`src/rtl/msi_cap_pkg.sv`:
```
package msi_cap_pkg;
  localparam int unsigned DATA_W      = 32;
  localparam int unsigned NUM_VEC     = 64;
  localparam int unsigned REG_AW      = 8;
  localparam logic [31:0] WIN_BASE    = 32'h1E77_005C;
  localparam logic [7:0]  EN_OFF      = 8'hE0;
  localparam logic [7:0]  STS_OFF     = 8'hE8;
endpackage

```
`src/rtl/msi_window_decode.sv`:
```
module msi_window_decode #(
  parameter int unsigned      DATA_W    = 32,
  parameter int unsigned      NUM_VEC   = 64,
  parameter logic [31:0]      WIN_BASE  = 32'h1E77_005C,
  localparam int unsigned     NUM_WORDS = NUM_VEC / DATA_W,
  localparam int unsigned     BIT_W     = $clog2(DATA_W)
) (
  input  logic                                 msi_valid_i,
  input  logic [31:0]                          msi_addr_i,
  input  logic [DATA_W-1:0]                    msi_data_i,
  input  logic [DATA_W/8-1:0]                  msi_be_i,
  output logic                                 cap_o,
  output logic [NUM_WORDS-1:0][DATA_W-1:0]     set_mask_o
);
  logic hit, vec_ok;
  logic [BIT_W-1:0] bit_idx;

  assign hit     = msi_valid_i && (msi_addr_i == WIN_BASE) && (&msi_be_i);
  assign vec_ok  = msi_data_i < DATA_W'(NUM_VEC);
  assign cap_o   = hit && vec_ok;
  assign bit_idx = msi_data_i[BIT_W-1:0];

  for (genvar w = 0; w < NUM_WORDS; w++) begin : g_word
    logic sel;
    assign sel = cap_o && ((msi_data_i >> BIT_W) == DATA_W'(w));
    assign set_mask_o[w] = sel ? (DATA_W'(1) << bit_idx) : '0;
  end
endmodule

```
`src/rtl/msi_status_word.sv`:
```
module msi_status_word #(
  parameter int unsigned DATA_W = 32
) (
  input  logic              clk_i,
  input  logic              rst_ni,
  input  logic [DATA_W-1:0] set_i,
  input  logic [DATA_W-1:0] clr_i,
  output logic [DATA_W-1:0] sts_d_o,
  output logic [DATA_W-1:0] sts_q_o
);
  // capture wins over a same-cycle clear
  assign sts_d_o = (sts_q_o & ~clr_i) | set_i;

  always_ff @(posedge clk_i or negedge rst_ni) begin
    if (!rst_ni) sts_q_o <= '0;
    else         sts_q_o <= sts_d_o;
  end
endmodule

```
`src/rtl/msi_irq_level.sv`:
```
module msi_irq_level (
  input  logic clk_i,
  input  logic rst_ni,
  input  logic cap_i,
  input  logic svc_clr_i,
  input  logic all_clear_i,
  output logic irq_o
);
  logic irq_d;

  always_comb begin
    irq_d = irq_o;
    if (cap_i)                          irq_d = 1'b1;
    else if (svc_clr_i && all_clear_i)  irq_d = 1'b0;
  end

  always_ff @(posedge clk_i or negedge rst_ni) begin
    if (!rst_ni) irq_o <= 1'b0;
    else         irq_o <= irq_d;
  end
endmodule

```
`src/rtl/msi_capture_irq.sv`:
```
module msi_capture_irq
  import msi_cap_pkg::*;
#(
  parameter int unsigned     P_DATA_W  = DATA_W,
  parameter int unsigned     P_NUM_VEC = NUM_VEC,
  parameter int unsigned     P_REG_AW  = REG_AW,
  parameter logic [31:0]     P_WIN     = WIN_BASE,
  parameter logic [7:0]      P_EN_OFF  = EN_OFF,
  parameter logic [7:0]      P_STS_OFF = STS_OFF
) (
  input  logic                  clk_i,
  input  logic                  rst_ni,
  input  logic                  msi_valid_i,
  input  logic [31:0]           msi_addr_i,
  input  logic [P_DATA_W-1:0]   msi_data_i,
  input  logic [P_DATA_W/8-1:0] msi_be_i,
  input  logic                  reg_we_i,
  input  logic [P_REG_AW-1:0]   reg_addr_i,
  input  logic [P_DATA_W-1:0]   reg_wdata_i,
  output logic [P_DATA_W-1:0]   reg_rdata_o,
  output logic                  irq_o
);
  localparam int unsigned NUM_WORDS = P_NUM_VEC / P_DATA_W;
  localparam int unsigned STRIDE    = P_DATA_W / 8;

  logic                                 cap;
  logic [NUM_WORDS-1:0][P_DATA_W-1:0]   set_mask, clr_mask, sts_d, sts_q, en_q;
  logic [NUM_WORDS-1:0]                 sts_hit, en_hit;
  logic [P_NUM_VEC-1:0]                 sts_all;
  logic                                 wdata_nz, wdata_ones, svc_clr;

  msi_window_decode #(
    .DATA_W(P_DATA_W), .NUM_VEC(P_NUM_VEC), .WIN_BASE(P_WIN)
  ) u_dec (
    .msi_valid_i(msi_valid_i), .msi_addr_i(msi_addr_i),
    .msi_data_i(msi_data_i),   .msi_be_i(msi_be_i),
    .cap_o(cap),               .set_mask_o(set_mask)
  );

  assign wdata_nz   = |reg_wdata_i;
  assign wdata_ones = &reg_wdata_i;

  for (genvar w = 0; w < NUM_WORDS; w++) begin : g_w
    localparam logic [P_REG_AW-1:0] EN_A  = P_REG_AW'(P_EN_OFF)  + P_REG_AW'(STRIDE * w);
    localparam logic [P_REG_AW-1:0] STS_A = P_REG_AW'(P_STS_OFF) + P_REG_AW'(STRIDE * w);

    assign en_hit[w]   = reg_we_i && (reg_addr_i == EN_A);
    assign sts_hit[w]  = reg_we_i && (reg_addr_i == STS_A);
    assign clr_mask[w] = sts_hit[w] ? reg_wdata_i : '0;

    msi_status_word #(.DATA_W(P_DATA_W)) u_sts (
      .clk_i(clk_i), .rst_ni(rst_ni),
      .set_i(set_mask[w]), .clr_i(clr_mask[w]),
      .sts_d_o(sts_d[w]), .sts_q_o(sts_q[w])
    );

    always_ff @(posedge clk_i or negedge rst_ni) begin
      if (!rst_ni)       en_q[w] <= '0;
      else if (en_hit[w]) en_q[w] <= reg_wdata_i;
    end

    assign sts_all[w*P_DATA_W +: P_DATA_W] = sts_q[w];
  end

  // all-ones is initialisation, not servicing
  assign svc_clr = (|sts_hit) && wdata_nz && !wdata_ones;

  msi_irq_level u_irq (
    .clk_i(clk_i), .rst_ni(rst_ni),
    .cap_i(cap), .svc_clr_i(svc_clr), .all_clear_i(~|sts_d),
    .irq_o(irq_o)
  );

  always_comb begin
    reg_rdata_o = '0;
    for (int w = 0; w < int'(NUM_WORDS); w++) begin
      if (reg_addr_i == P_REG_AW'(P_EN_OFF) + P_REG_AW'(STRIDE * w))  reg_rdata_o = en_q[w];
      if (reg_addr_i == P_REG_AW'(P_STS_OFF) + P_REG_AW'(STRIDE * w)) reg_rdata_o = sts_q[w];
    end
  end
endmodule

```
`config.mk`:
```
export PLATFORM = sky130hd
export DESIGN_NAME = msi_capture_irq
export DESIGN_NICKNAME = d
export VERILOG_FILES = /design/src/rtl/msi_cap_pkg.sv /design/src/rtl/msi_window_decode.sv /design/src/rtl/msi_status_word.sv /design/src/rtl/msi_irq_level.sv /design/src/rtl/msi_capture_irq.sv
export SDC_FILE = /design/constraint.sdc
export NUM_CORES = 1
export LEC_CHECK = 0
export ABC_AREA = 0
export BUFFER_PORTS_ARGS = -buffer_cell sky130_fd_sc_hd__buf_2
export CAP_MARGIN = 10
export CORE_MARGIN = 3
export CORE_UTILIZATION = 39
export CTS_BUF_LIST = sky130_fd_sc_hd__clkbuf_16
export CTS_CLUSTER_DIAMETER = 60
export DETAILED_ROUTE_END_ITERATION = 6
export GPL_ROUTABILITY_DRIVEN = 0
export PLACE_DENSITY = 0.67
export SETUP_SLACK_MARGIN = 0.4
export SLEW_MARGIN = 15
export SYNTH_ARGS = -nofsm -noshare
export SYNTH_HDL_FRONTEND = slang
export SYNTH_SLANG_ARGS = --single-unit
```
`constraint.sdc`:
```
create_clock -name clk_i -period 2.1 [get_ports clk_i]
set_clock_uncertainty 0.1 [all_clocks]
set_input_delay 0.21 -clock clk_i [delete_from_list [all_inputs] [get_ports clk_i]]
set_output_delay 0.21 -clock clk_i [all_outputs]
set_load 0.01 [all_outputs]
```
Word-level counts from Yosys, hierarchy flattened
Index checks and enable logic that the tools add are counted.
- bits in registers: 129
- word-level logic and storage cells: 50
- order comparisons: 1
- equal/unequal tests: 6
- shift operators: 1
- mux-type cells: 10
- bitwise logic cells: 6
- reductions and logical operators: 21
- operator list (operator ; number):
    32-bit two-way mux ; 8
    32-bit AND ; 2
    32-bit NOT ; 2
    32-bit bitwise OR ; 2
    64-bit OR reduction ; 1
    32-bit by 29-bit == test with 1-bit output (second input constant) ; 1
    8-bit == test (second input constant) ; 4
    32-bit zero test ; 1
    32-bit by 7-bit less-than comparator with 1-bit output (second input constant) ; 1
    32-bit AND reduction ; 1
    32-bit OR reduction ; 1
    1-bit by 5-bit << shifter with 32-bit output (first input constant) ; 1
    27-bit by 1-bit == test with 1-bit output (second input constant) ; 1
    1-bit logical AND ; 12
    4-bit AND reduction ; 1
    1-bit zero test ; 2
    1-bit two-way mux ; 2
    2-bit nonzero test ; 1
    2-bit OR reduction ; 1

Logic depth before layout (Yosys ltp)
Gate-level depths: netlist of run 1.
- word-level depth: 12
- gate-level depth with buffers: 11

Modules after synthesis
From an unflattened synthesis of run 1, not the netlist that was laid out.
- cells, all modules: 657
- area, all modules: 7511.0 µm²
- by module, submodules not included (module ; times used ; cells an instance ; area an instance (µm²) ; sequential area each (µm²)):
    msi_capture_irq ; 1 ; 330 ; 4260.3 ; 1601.5
    msi_status_word ; 2 ; 96 ; 1161.1 ; 800.8
    msi_window_decode ; 1 ; 132 ; 892.1 ; 0.0
    msi_irq_level ; 1 ; 3 ; 36.3 ; 25.0

Worst setup path before layout of run 1
Ideal clock, no wire load.
- path kind: input -> register
- start: in reg_addr_i[1]
- end: reg u_irq.irq_o
- library setup time: 0.121 ns
- data arrival time: 2.161 ns
- required time: 1.879 ns
- slack: -0.282 ns
- stages: 10
- path through: or2_1 -> buf_6 -> or3_4 -> buf_6 -> o21ai_2 -> nand3_1 -> or4_1 -> nor4_2 -> nand4_1 -> o22a_1
- longest elaborated chain between the ends: 10
- RTL lines (element ; RTL line ; text):
    start: declaration ; msi_capture_irq.sv:18 ; input logic [P_REG_AW-1:0] reg_addr_i,
    8-bit == test ; msi_capture_irq.sv:48 ; assign sts_hit[w] = reg_we_i && (reg_addr_i == STS_A);
    1-bit logical AND ; msi_capture_irq.sv:48 ;
    32-bit two-way mux ; msi_capture_irq.sv:49 ; assign clr_mask[w] = sts_hit[w] ? reg_wdata_i : '0;
    32-bit NOT ; msi_status_word.sv:12 ; assign sts_d_o = (sts_q_o & ~clr_i) | set_i;
    32-bit AND ; msi_status_word.sv:12 ;
    32-bit bitwise OR ; msi_status_word.sv:12 ;
    64-bit OR reduction ; msi_capture_irq.sv:70 ; .cap_i(cap), .svc_clr_i(svc_clr), .all_clear_i(~|sts_d),
    1-bit zero test ; msi_capture_irq.sv:70 ;
    1-bit logical AND (*) ; msi_irq_level.sv:14 ; else if (svc_clr_i && all_clear_i) irq_d = 1'b0;
    2-bit nonzero test (no line) (*) ; n/a ;
    end signal: assignment ; msi_irq_level.sv:19 ; else irq_o <= irq_d;
    end: declaration ; msi_irq_level.sv:7 ; output logic irq_o
Every way passes the cells marked *; elsewhere a longest branch is shown, timed or not.
A chain may end at the register's enable or synchronous reset.

Worst setup path in the final report of run 1
- start: in reg_addr_i[4]
- end: reg u_irq.irq_o
Same word-level chain as after synthesis.

==> impl_metrics.json, run 1 <==
{
  "status": "finished with violations",
  "clock_latency_ns": 0.43,
  "required_ns": 2.31,
  "vias": 6665,
  "ys.flop_type": "dfrtp_1",
  "dp_hpwl_mm": 17.2,
  "tightestPinTransition_ns": 0.536,
  "synth_warnings": 0,
  "final_nets": 997,
  "synth.cell_area_um2": 6890,
  "end_kind": "flop",
  "avgSynthCellArea_um2": 11.0,
  "violations": "negative setup slack",
  "n_antenna_cell": 0,
  "drc": 0,
  "multi_input_comb_area_um2": 4020,
  "dieArea_um2": 19300,
  "area_growth_pct": 49.3,
  "postSynthNetCount": 738,
  "grtUsageTotal_pct": 23.9,
  "setup_violations": 1,
  "final_common_cell": "dfrtp_1",
  "numPortBuffers": 144,
  "synth-seq-cells": 129,
  "drtIter0Drc": 661,
  "row_count": 47,
  "wirelength_mm": 24.4,
  "cts-root-buf": "clkbuf_16",
  "hold_slack_ns": 0.0139,
  "cp_slowest_cell": "or3_4",
  "fin_crit_sh_pct": 105,
  "relSlewSlack_pct": 64.2,
  "grt_max_degree": 44,
  "grt-ovfl-total": 0,
  "maxSlewViolCount": 0,
  "path_cells": "buf_6 -> nand4b_1 -> buf_6 -> or3_4 -> o21ai_1 -> and4_1 -> nand4b_1 -> nor4b_2 -> nand4_1 -> o22a_1",
  "synth-edff-count": 0,
  "antenna_found_initial": 0,
  "wl_per_cell_um": 21.9,
  "cts_buffer_depth": 2,
  "worstSetupPathType": "input port to flop",
  "intPower_w": 0.00480,
  "cts-buffers-inserted": 17,
  "regArea_um2": 3230,
  "core_um2": 16900,
  "n_fill_cell": 1328,
  "grt_pass1_wl_mm": 36.3,
  "first_global_vias": 6537,
  "switching_power_w": 0.00146,
  "synthCells": 626,
  "clk_pin_slew_ns": 0.06,
  "arrival_ns": 2.40,
  "ir_drop_v": 0.000405,
  "cts_tree": "yes",
  "slowest_delay_ns": 0.40,
  "power.share.switching_pct": 23.4,
  "ys_types": 52,
  "mostFrequentLayoutCells": "dfrtp_1, buf_2, buf_4, nand2_1, buf_6",
  "htreeDepth": 4,
  "synthArstFlopShare_pct": 100,
  "fmax_mhz": 456,
  "crit_path_max_fanout": 7,
  "clockPowerShare_pct": 48.8,
  "fin_util_pct": 60.8,
  "die_x_um": 139,
  "power.total_w": 0.00627,
  "p_per_area_nw_per_um2": 609,
  "pwr-share-seq_pct": 41.1,
  "power_leakage_nw": 4.82,
  "drt-pass1-iter-count": 7,
  "p_comb_share_pct": 10.2,
  "worstHoldPathType": "input port to flop",
  "timing.final.crit_period_ns": 2.19,
  "critPathLaunchType": "input port",
  "drive_above_1_share_pct": 55.2,
  "initial_utilization_pct": 40.7,
  "cap_violations": 0,
  "ios": 145,
  "cts_sinks": 129,
  "rsz0062_at_grt": "true",
  "fin_ws_ns": -0.0945,
  "hold_viol": 0,
  "antenna_left": 0,
  "viasPerCell": 5.97,
  "seq_area_frac_synth_pct": 46.8,
  "chipHeight_um": 139
}
[cell usage after synthesis (all sizes together), types with 2 or more instances]
cell type  count  area (um^2)
dfrtp        129         3230
o21ai         86          434
nand2         84          315
mux2          64          721
and2          33          206
mux4          32          721
nand4         30          188
clkbuf        23         96.3
nor4          23          165
nand4b        18          158
nand3         15         75.1
buf           13         78.8
inv           12         45.0
nor3          10         50.1
nor2           6         22.5
a21oi          5         25.0
nor4bb         5         50.1
nor4b          4         35.0
and4b          3         30.0
or2            3         21.3
a21bo          2         20.0
and4           2         17.5
nor2b          2         12.5
o2bb2ai        2         17.5
o31ai          2         15.0
or3            2         17.5
[final cells by class]
type	instances	area share (%)
sequential	129	31.4
tap	220	2.67
timing repair buffer	276	20.7
multi-input combinational	449	39.0
clock buffer	17	4.13
clock inverter	14	1.69
inverter	12	0.438
[cell families (layout without fill, tap and decap cells)]
kind of cell	after synthesis	after routing	synth area share (%)
AO/OA/AOI/OAI	107	107	8.62
multiplexers	96	96	20.9
buffers and inverters	48	319	3.19
XOR/XNOR	2	2	0.254
flip-flops	129	129	46.8
AND/OR/NAND/NOR	244	244	20.2
[critical path: cells and delay by family]
kind	cells	cell delay [ns]
simple gates	6	1.45
buf+inv	2	0.26
compound gates	2	0.47
[per-stage QoR]
stage / setup TNS [ns] / cells / instance area (um^2) / worst slack (ns)
2_1_floorplan: -1.81 / 626 / 7020 / -0.215
3_3_place_gp: -2.25 / 1056 / 8670 / -0.412
3_5_place_dp: -6.32 / 1056 / 8670 / -0.474
4_1_cts: 0 / 1103 / 9570 / 0.0752
5_1_grt: -0.161 / 1117 / 10300 / -0.161
6_report: -0.0945 / 1117 / 10300 / -0.0945
[power by group through the flow]
stage | logic (W) | registers, W | clock network, W
after global placement | 0.000555 | 0.00261 | 0
after global routing | 0.000684 | 0.00258 | 0.00318
after detailed placement | 0.000563 | 0.00262 | 0
after floorplan | 0.000231 | 0.00261 | 0
after CTS | 0.000581 | 0.00257 | 0.00306
final | 0.000636 | 0.00257 | 0.00305
[timing repair]
action | in CTS | in global routing
hold buffers | 3 | 0
hold endpoints to repair | 31 | 0
buffers inserted | 13 | 12
endpoints found under the setup margin | 74 | 126
gates resized for setup | 57 | 147
pin swaps | 41 | 17
gates cloned | 0 | 2
[registers in the layout (all words and copies together), names as in the netlist]
signal and count:
g_w.u_sts.sts_q_o 64, en_q 64, u_irq.irq_o 1
[per-layer routing]
layer | GRT usage, % | vias up | part of all wire [%]
met3 | 6.03 | 54 | 9.7
met4 | 7.67 | 0 | 2.2
met2 | 39.4 | 423 | 49
met1 | 31.0 | 3311 | 39
li1 | - | 2877 | -
met5 | 0 | - | 0
[final timing paths]
path / end / slack (ns) / depth (start not counted) / startpoint
worst max-delay path: u_irq.irq_o / -0.09 / 10 / reg_addr_i[4]
worst max register to register: u_irq.irq_o / 0.13 / 6 / g_w[0].u_sts.sts_q_o[25]
worst min-delay path: en_q[22] / 0.01 / 2 / reg_wdata_i[22]
max in group asynchronous: g_w[0].u_sts.sts_q_o[0] / 1.11 / 3 / rst_ni
worst min register to register: en_q[49] / 0.40 / 1 / en_q[49]
min in group asynchronous: en_q[9] / 0.20 / 2 / rst_ni
Power figures use the tool's default switching activity.
==> run 2, diff against run 1 <==
--- a/config.mk
+++ b/config.mk
@@ -14,7 +14,7 @@
 export CTS_CLUSTER_DIAMETER = 60
 export DETAILED_ROUTE_END_ITERATION = 6
 export GPL_ROUTABILITY_DRIVEN = 0
-export PLACE_DENSITY = 0.67
+export PLACE_DENSITY = 0.64
 export SETUP_SLACK_MARGIN = 0.4
 export SLEW_MARGIN = 15
 export SYNTH_ARGS = -nofsm -noshare
==> constraint.sdc (replaced) <==
create_clock -name clk_i -period 2.35 [get_ports clk_i]
set_clock_uncertainty 0.1 [all_clocks]
set_input_delay 0.235 -clock clk_i [delete_from_list [all_inputs] [get_ports clk_i]]
set_output_delay 0.235 -clock clk_i [all_outputs]
set_load 0.01 [all_outputs]
==> impl_metrics.json, run 2 (synthesis gave the netlist of run 1 again) <==
{
  "timing.rr.start": "g_w[0].u_sts.sts_q_o[6]",
  "finalNonFillerCells": 1074,
  "worstHoldPathType": "input port to flop",
  "path_cells": "buf_2 -> nand4b_1 -> buf_6 -> or2_4 -> o21ai_1 -> nand4_1 -> or4_4 -> nor4_2 -> nand4_1 -> o22a_1",
  "switching_power_w": 0.00124,
  "hold_slack_ns": 0.0374,
  "cts-root-buf": "clkbuf_16",
  "rsz0062_at_grt": "true",
  "grt_pass1_wl_mm": 37.5,
  "fin_crit_sh_pct": 87.2,
  "required_ns": 2.56,
  "fmax_mhz": 488,
  "worstSetupPathType": "input port to flop",
  "grt-ovfl-total": 0,
  "slowest_delay_ns": 0.52,
  "row_count": 47,
  "crit_start": "reg_addr_i[4]",
  "hold_viol": 0,
  "intPower_w": 0.00389,
  "wl_per_cell_um": 21.8,
  "cts_sinks": 129,
  "critPathLaunchType": "input port",
  "largestRegisters": "en_q (64), g_w.u_sts.sts_q_o (64), u_irq.irq_o (1)",
  "tightestPinTransition_ns": 0.701,
  "cp_slowest_cell": "or4_4",
  "viasPerCell": 5.92,
  "wirelength_mm": 23.4,
  "mostFrequentLayoutCells": "dfrtp_1, buf_2, nand2_1, buf_4, mux2_2",
  "end_kind": "flop",
  "tns_ns": 0,
  "fin_util_pct": 55.1,
  "vias": 6357,
  "power_leakage_nw": 4.37,
  "n_antenna_cell": 0,
  "clock_latency_ns": 0.42,
  "final_common_cell": "dfrtp_1",
  "drt-pass1-iter-count": 6,
  "cts_buffer_depth": 2,
  "cts-buffers-inserted": 17,
  "numPortBuffers": 144,
  "p_comb_share_pct": 9.5,
  "cp_common_cell": "nand4_1",
  "cts_tree": "yes",
  "antenna_left": 0,
  "clk_pin_slew_ns": 0.06,
  "cap_violations": 0,
  "antenna_found_initial": 0,
  "drc": 0,
  "area_growth_pct": 35.4,
  "final_nets": 953,
  "status": "completed",
  "maxSlewViolCount": 0,
  "ios": 145,
  "drtIter0Drc": 779,
  "grtUsageTotal_pct": 24.6,
  "initial_utilization_pct": 40.7,
  "hp-start": "reg_wdata_i[3]",
  "relSlewSlack_pct": 53.3,
  "timing.final.crit_period_ns": 2.05,
  "power.share.switching_pct": 24.2,
  "first_global_vias": 6841,
  "ir_drop_v": 0.000472,
  "p_per_area_nw_per_um2": 550,
  "arrival_ns": 2.26,
  "pwr-share-seq_pct": 44.8,
  "die_x_um": 139,
  "dp_hpwl_mm": 17.1,
  "drive_above_1_share_pct": 48.5,
  "post-place-cells": 1022,
  "chipHeight_um": 139,
  "crit_path_max_fanout": 7,
  "n_fill_cell": 1496,
  "dieArea_um2": 19300,
  "htreeDepth": 4,
  "rrSetupSlack_ns": 0.42,
  "power.total_w": 0.00513,
  "clockPowerShare_pct": 45.7,
  "grt_max_degree": 130,
  "core_um2": 16900,
  "setup_violations": 0
}
==> run 2: path summary, 6_finish.rpt <==
| kind | end | cells after the start |
|---|---|---|
| setup reg to reg | u_irq.irq_o | 7 |
| hold / removal | en_q[35] | 2 |
| setup / recovery | u_irq.irq_o | 10 |
| max in group asynchronous | en_q[43] | 3 |
| min in group asynchronous | en_q[5] | 3 |
| hold reg to reg | en_q[6] | 1 |
==> run 2: layout make-up <==
cell class	count	area, um^2	share of cell area [%]
flip-flops and latches	129	3230	34.6
clock buffers	17	425	4.56
well taps	220	275	2.95
multi-input cells	451	3710	39.8
repair buffers	230	1560	16.7
clock inverters	15	88.8	0.952
inverters	12	45.0	0.483
==> run 2: routing by layer <==
layer	up-vias	track usage, %	share of wire, %	wire length (um)
met2	350	41.2	49	11400
li1	2794	-	-	-
met1	3153	31.8	39	9230
met3	60	4.93	8.7	2030
met4	0	8.81	3.2	745
met5	-	0	0	0
==> run 2: critical path: cells and delay by family <==
| family | cells | cell delay [ns] |
|---|---|---|
| AOI/OAI and AO/OA | 2 | 0.34 |
| buffers and inverters | 2 | 0.26 |
| and+or+nand+nor | 6 | 1.43 |
==> run 2: power groups by stage <==
| stage | combinational [W] | sequential, W | clock [W] |
|---|---|---|---|
| 2_1_floorplan | 0.000200 | 0.00233 | 0 |
| 3_3_place_gp | 0.000444 | 0.00233 | 0 |
| 3_5_place_dp | 0.000459 | 0.00234 | 0 |
| 4_1_cts | 0.000476 | 0.00230 | 0.00238 |
| 5_1_grt | 0.000526 | 0.00231 | 0.00246 |
| 6_report | 0.000486 | 0.00230 | 0.00235 |
==> run 2: through the flow <==
stage | setup WS [ns] | area (um^2)
after floorplan | 0.00958 | 6930
after detailed placement | -0.436 | 8310
after CTS | 0.356 | 9070
after global placement | -0.393 | 8310
final | 0.300 | 9330
after global routing | 0.207 | 9330
==> run 2: repair_timing <==
item / 4_1_cts / 5_1_grt
buffers inserted: 8 / 9
gates resized for setup: 58 / 50
hold buffers: 1 / 0
pin swaps: 19 / 12
setup endpoints to repair: 33 / 33
gates cloned: 2 / 0
endpoints found under the hold margin: 129 / 0
==> run 3, diff against run 2 <==
--- a/config.mk
+++ b/config.mk
@@ -11,7 +11,7 @@
 export CORE_MARGIN = 3
 export CORE_UTILIZATION = 39
 export CTS_BUF_LIST = sky130_fd_sc_hd__clkbuf_16
-export CTS_CLUSTER_DIAMETER = 60
+export CTS_CLUSTER_DIAMETER = 100
 export DETAILED_ROUTE_END_ITERATION = 6
 export GPL_ROUTABILITY_DRIVEN = 0
 export PLACE_DENSITY = 0.64
@@ -19,4 +19,5 @@
 export SLEW_MARGIN = 15
 export SYNTH_ARGS = -nofsm -noshare
 export SYNTH_HDL_FRONTEND = slang
+export SYNTH_HIERARCHICAL = 1
 export SYNTH_SLANG_ARGS = --single-unit
==> impl_metrics.json, run 3 <==
{
  "setup_violations": 1,
  "dieArea_um2": 21000,
  "grtUsageTotal_pct": 23.1,
  "synthCells": 657,
  "avgSynthCellArea_um2": 11.4,
  "htreeDepth": 4,
  "end_kind": "flop",
  "relSlewSlack_pct": 67.5,
  "fin_crit_sh_pct": 111,
  "slowest_delay_ns": 0.56,
  "path_cells": "buf_6 -> or4_4 -> or4_4 -> buf_12 -> buf_6 -> buf_8 -> buf_6 -> nor4_4 -> a21o_1 -> nor4_2 -> buf_4 -> nand4_1 -> nor4_2 -> nand2_1 -> a21o_1",
  "synthArstFlopShare_pct": 100,
  "n_fill_cell": 1487,
  "hold_viol": 0,
  "cts_buffer_depth": 2,
  "mostFrequentLayoutCells": "dfrtp_1, buf_2, and2_1, inv_1, a21o_1",
  "ir_drop_v": 0.000424,
  "ys.flop_type": "dfrtp_1",
  "power_leakage_nw": 5.91,
  "regArea_um2": 3230,
  "power.total_w": 0.00530,
  "final_nets": 996,
  "synth_top_cells_by_count": "dfrtp_1, and2_1, nor4_1, a21o_1, inv_1",
  "cp_slowest_cell": "or4_4",
  "initial_utilization_pct": 39.9,
  "drtIter0Drc": 492,
  "die_x_um": 145,
  "ys_types": 36,
  "seq_area_frac_synth_pct": 43.0,
  "cts_sinks": 129,
  "largestRegisters": "en_q (64), g_w.u_sts/sts_q_o (64), u_irq/irq_o (1)",
  "final_cell_area_um2": 11100,
  "first_global_vias": 6449,
  "numPortBuffers": 144,
  "fin_ws_ns": -0.260,
  "antenna_left": 0,
  "postSynthNetCount": 769,
  "worstHoldPathType": "input port to flop",
  "clk_pin_slew_ns": 0.06,
  "p_per_area_nw_per_um2": 478,
  "synth_warnings": 6,
  "wirelength_mm": 24.0,
  "post-place-cells": 1088,
  "status": "finished with violations",
  "drive_above_1_share_pct": 52.5,
  "tns_ns": -0.260,
  "maxSlewViolCount": 0,
  "timing.final.crit_period_ns": 2.61,
  "arrival_ns": 2.88,
  "vias": 6375,
  "crit_path_max_fanout": 7,
  "dp_hpwl_mm": 16.5,
  "synth.most_common_cell": "dfrtp_1",
  "critPathLaunchType": "input port",
  "required_ns": 2.62,
  "placed_cell_area_um2": 9340,
  "tightestPinTransition_ns": 0.487,
  "synth-edff-count": 0,
  "row_count": 50,
  "grt_pass1_wl_mm": 36.8,
  "fmax_mhz": 383,
  "violations": "negative setup slack",
  "area_growth_pct": 47.8,
  "yosys-top-cells-area": "dfrtp_1, mux4_2, and2_1",
  "n_antenna_cell": 0,
  "synth.largest_area_cell": "dfrtp_1",
  "grt_max_degree": 55,
  "finalNonFillerCells": 1155,
  "antenna_found_initial": 0,
  "synth.cell_area_um2": 7510,
  "drc": 0,
  "final_common_cell": "dfrtp_1",
  "fin_util_pct": 59.0,
  "wl_per_cell_um": 20.8,
  "rsz0062_at_grt": "true",
  "clock_latency_ns": 0.43,
  "cts-root-buf": "clkbuf_16",
  "ios": 145,
  "synth.top_cell.area_share_pct": 43.0,
  "core_um2": 18800,
  "drt-pass1-iter-count": 4,
  "synth-seq-cells": 129,
  "grt-ovfl-total": 0,
  "cp_common_cell": "buf_6",
  "worstSetupPathType": "input port to flop",
  "multi_input_comb_area_um2": 4640,
  "cts_tree": "yes",
  "cap_violations": 0,
  "viasPerCell": 5.52,
  "chipHeight_um": 145,
  "cts-buffers-inserted": 17
}
==> run 3: changes by cell type in the layout (fill, tap and decap cells not counted), moves of 16 or more <==
cell,delta
nand2_1,-79
and2_1,+71
a21o_1,+65
o21ai_0,-55
inv_1,+50
nor4_4,+47
mux2_2,-35
mux2_4,+30
buf_12,+20
buf_6,+19
nand4b_1,-17
nor4_2,+16
o21ai_2,-16
==> run 3: area by class of cell <==
cell class	instances	area share, %
Clock inverter	13	0.969
Multi-Input combinational cell	413	41.8
Sequential cell	129	29.1
Clock buffer	17	3.83
Tap cell	260	2.93
Timing Repair Buffer	259	19.3
Inverter	64	2.16
==> run 3: kinds of logic after synthesis <==
kind of cell | Yosys count | share of synthesized area [%]
buffers and inverters | 115 | 7.53
and+or+nand+nor | 251 | 22.2
DFF | 129 | 43.0
muxes | 96 | 20.7
AOI/OAI and AO/OA | 66 | 6.65
==> run 3: final timing paths <==
path | start | end | slack, ns | cells past startpoint
setup reg to reg | g_w[1].u_sts/sts_q_o[20] | u_irq/irq_o | 0.38 | 6
max in group asynchronous | rst_ni | g_w[0].u_sts/sts_q_o[6] | 1.25 | 3
setup / recovery | msi_data_i[17] | u_irq/irq_o | -0.26 | 15
hold reg to reg | en_q[41] | en_q[41] | 0.38 | 1
min in group asynchronous | rst_ni | g_w[0].u_sts/sts_q_o[25] | 0.22 | 2
hold / removal | reg_wdata_i[4] | en_q[4] | 0.01 | 2
==> run 3: per-layer routing <==
metal / global-route usage (%) / wire (um) / vias to the layer above
met1: 30.9 / 10400 / 3260
li1: - / - / 2857
met4: 6.82 / 454 / 0
met5: 0 / 0 / -
met3: 4.14 / 1160 / 35
met2: 38.7 / 12000 / 223
==> run 3: repair_timing <==
item,4_1_cts,5_1_grt
hold buffers,1,0
gates cloned,0,1
hold endpoints to repair,32,0
setup endpoints to repair,43,93
setup buffers,15,20
resized for setup,64,86
pin swaps,21,29
==> run 3: through the flow <==
stage | hold WS, ns | worst slack (ns)
3_5_place_dp | 0.133 | -0.698
6_report | 0.0102 | -0.260
2_1_floorplan | -0.161 | -0.192
5_1_grt | 0.0174 | -0.367
4_1_cts | 0.000767 | -0.159
3_3_place_gp | 0.130 | -0.671
==> run 3: power by group <==
group / internal (W) / switching, W
Clock: 0.00151 / 0.000971
Sequential: 0.00228 / 0.0000266
Combinational: 0.000244 / 0.000278
==> run 3: critical path: cells and delay by family <==
family,cells,cell delay [ns]
AND/OR/NAND/NOR,7,1.61
buffers and inverters,6,0.73
AO/OA/AOI/OAI,2,0.28
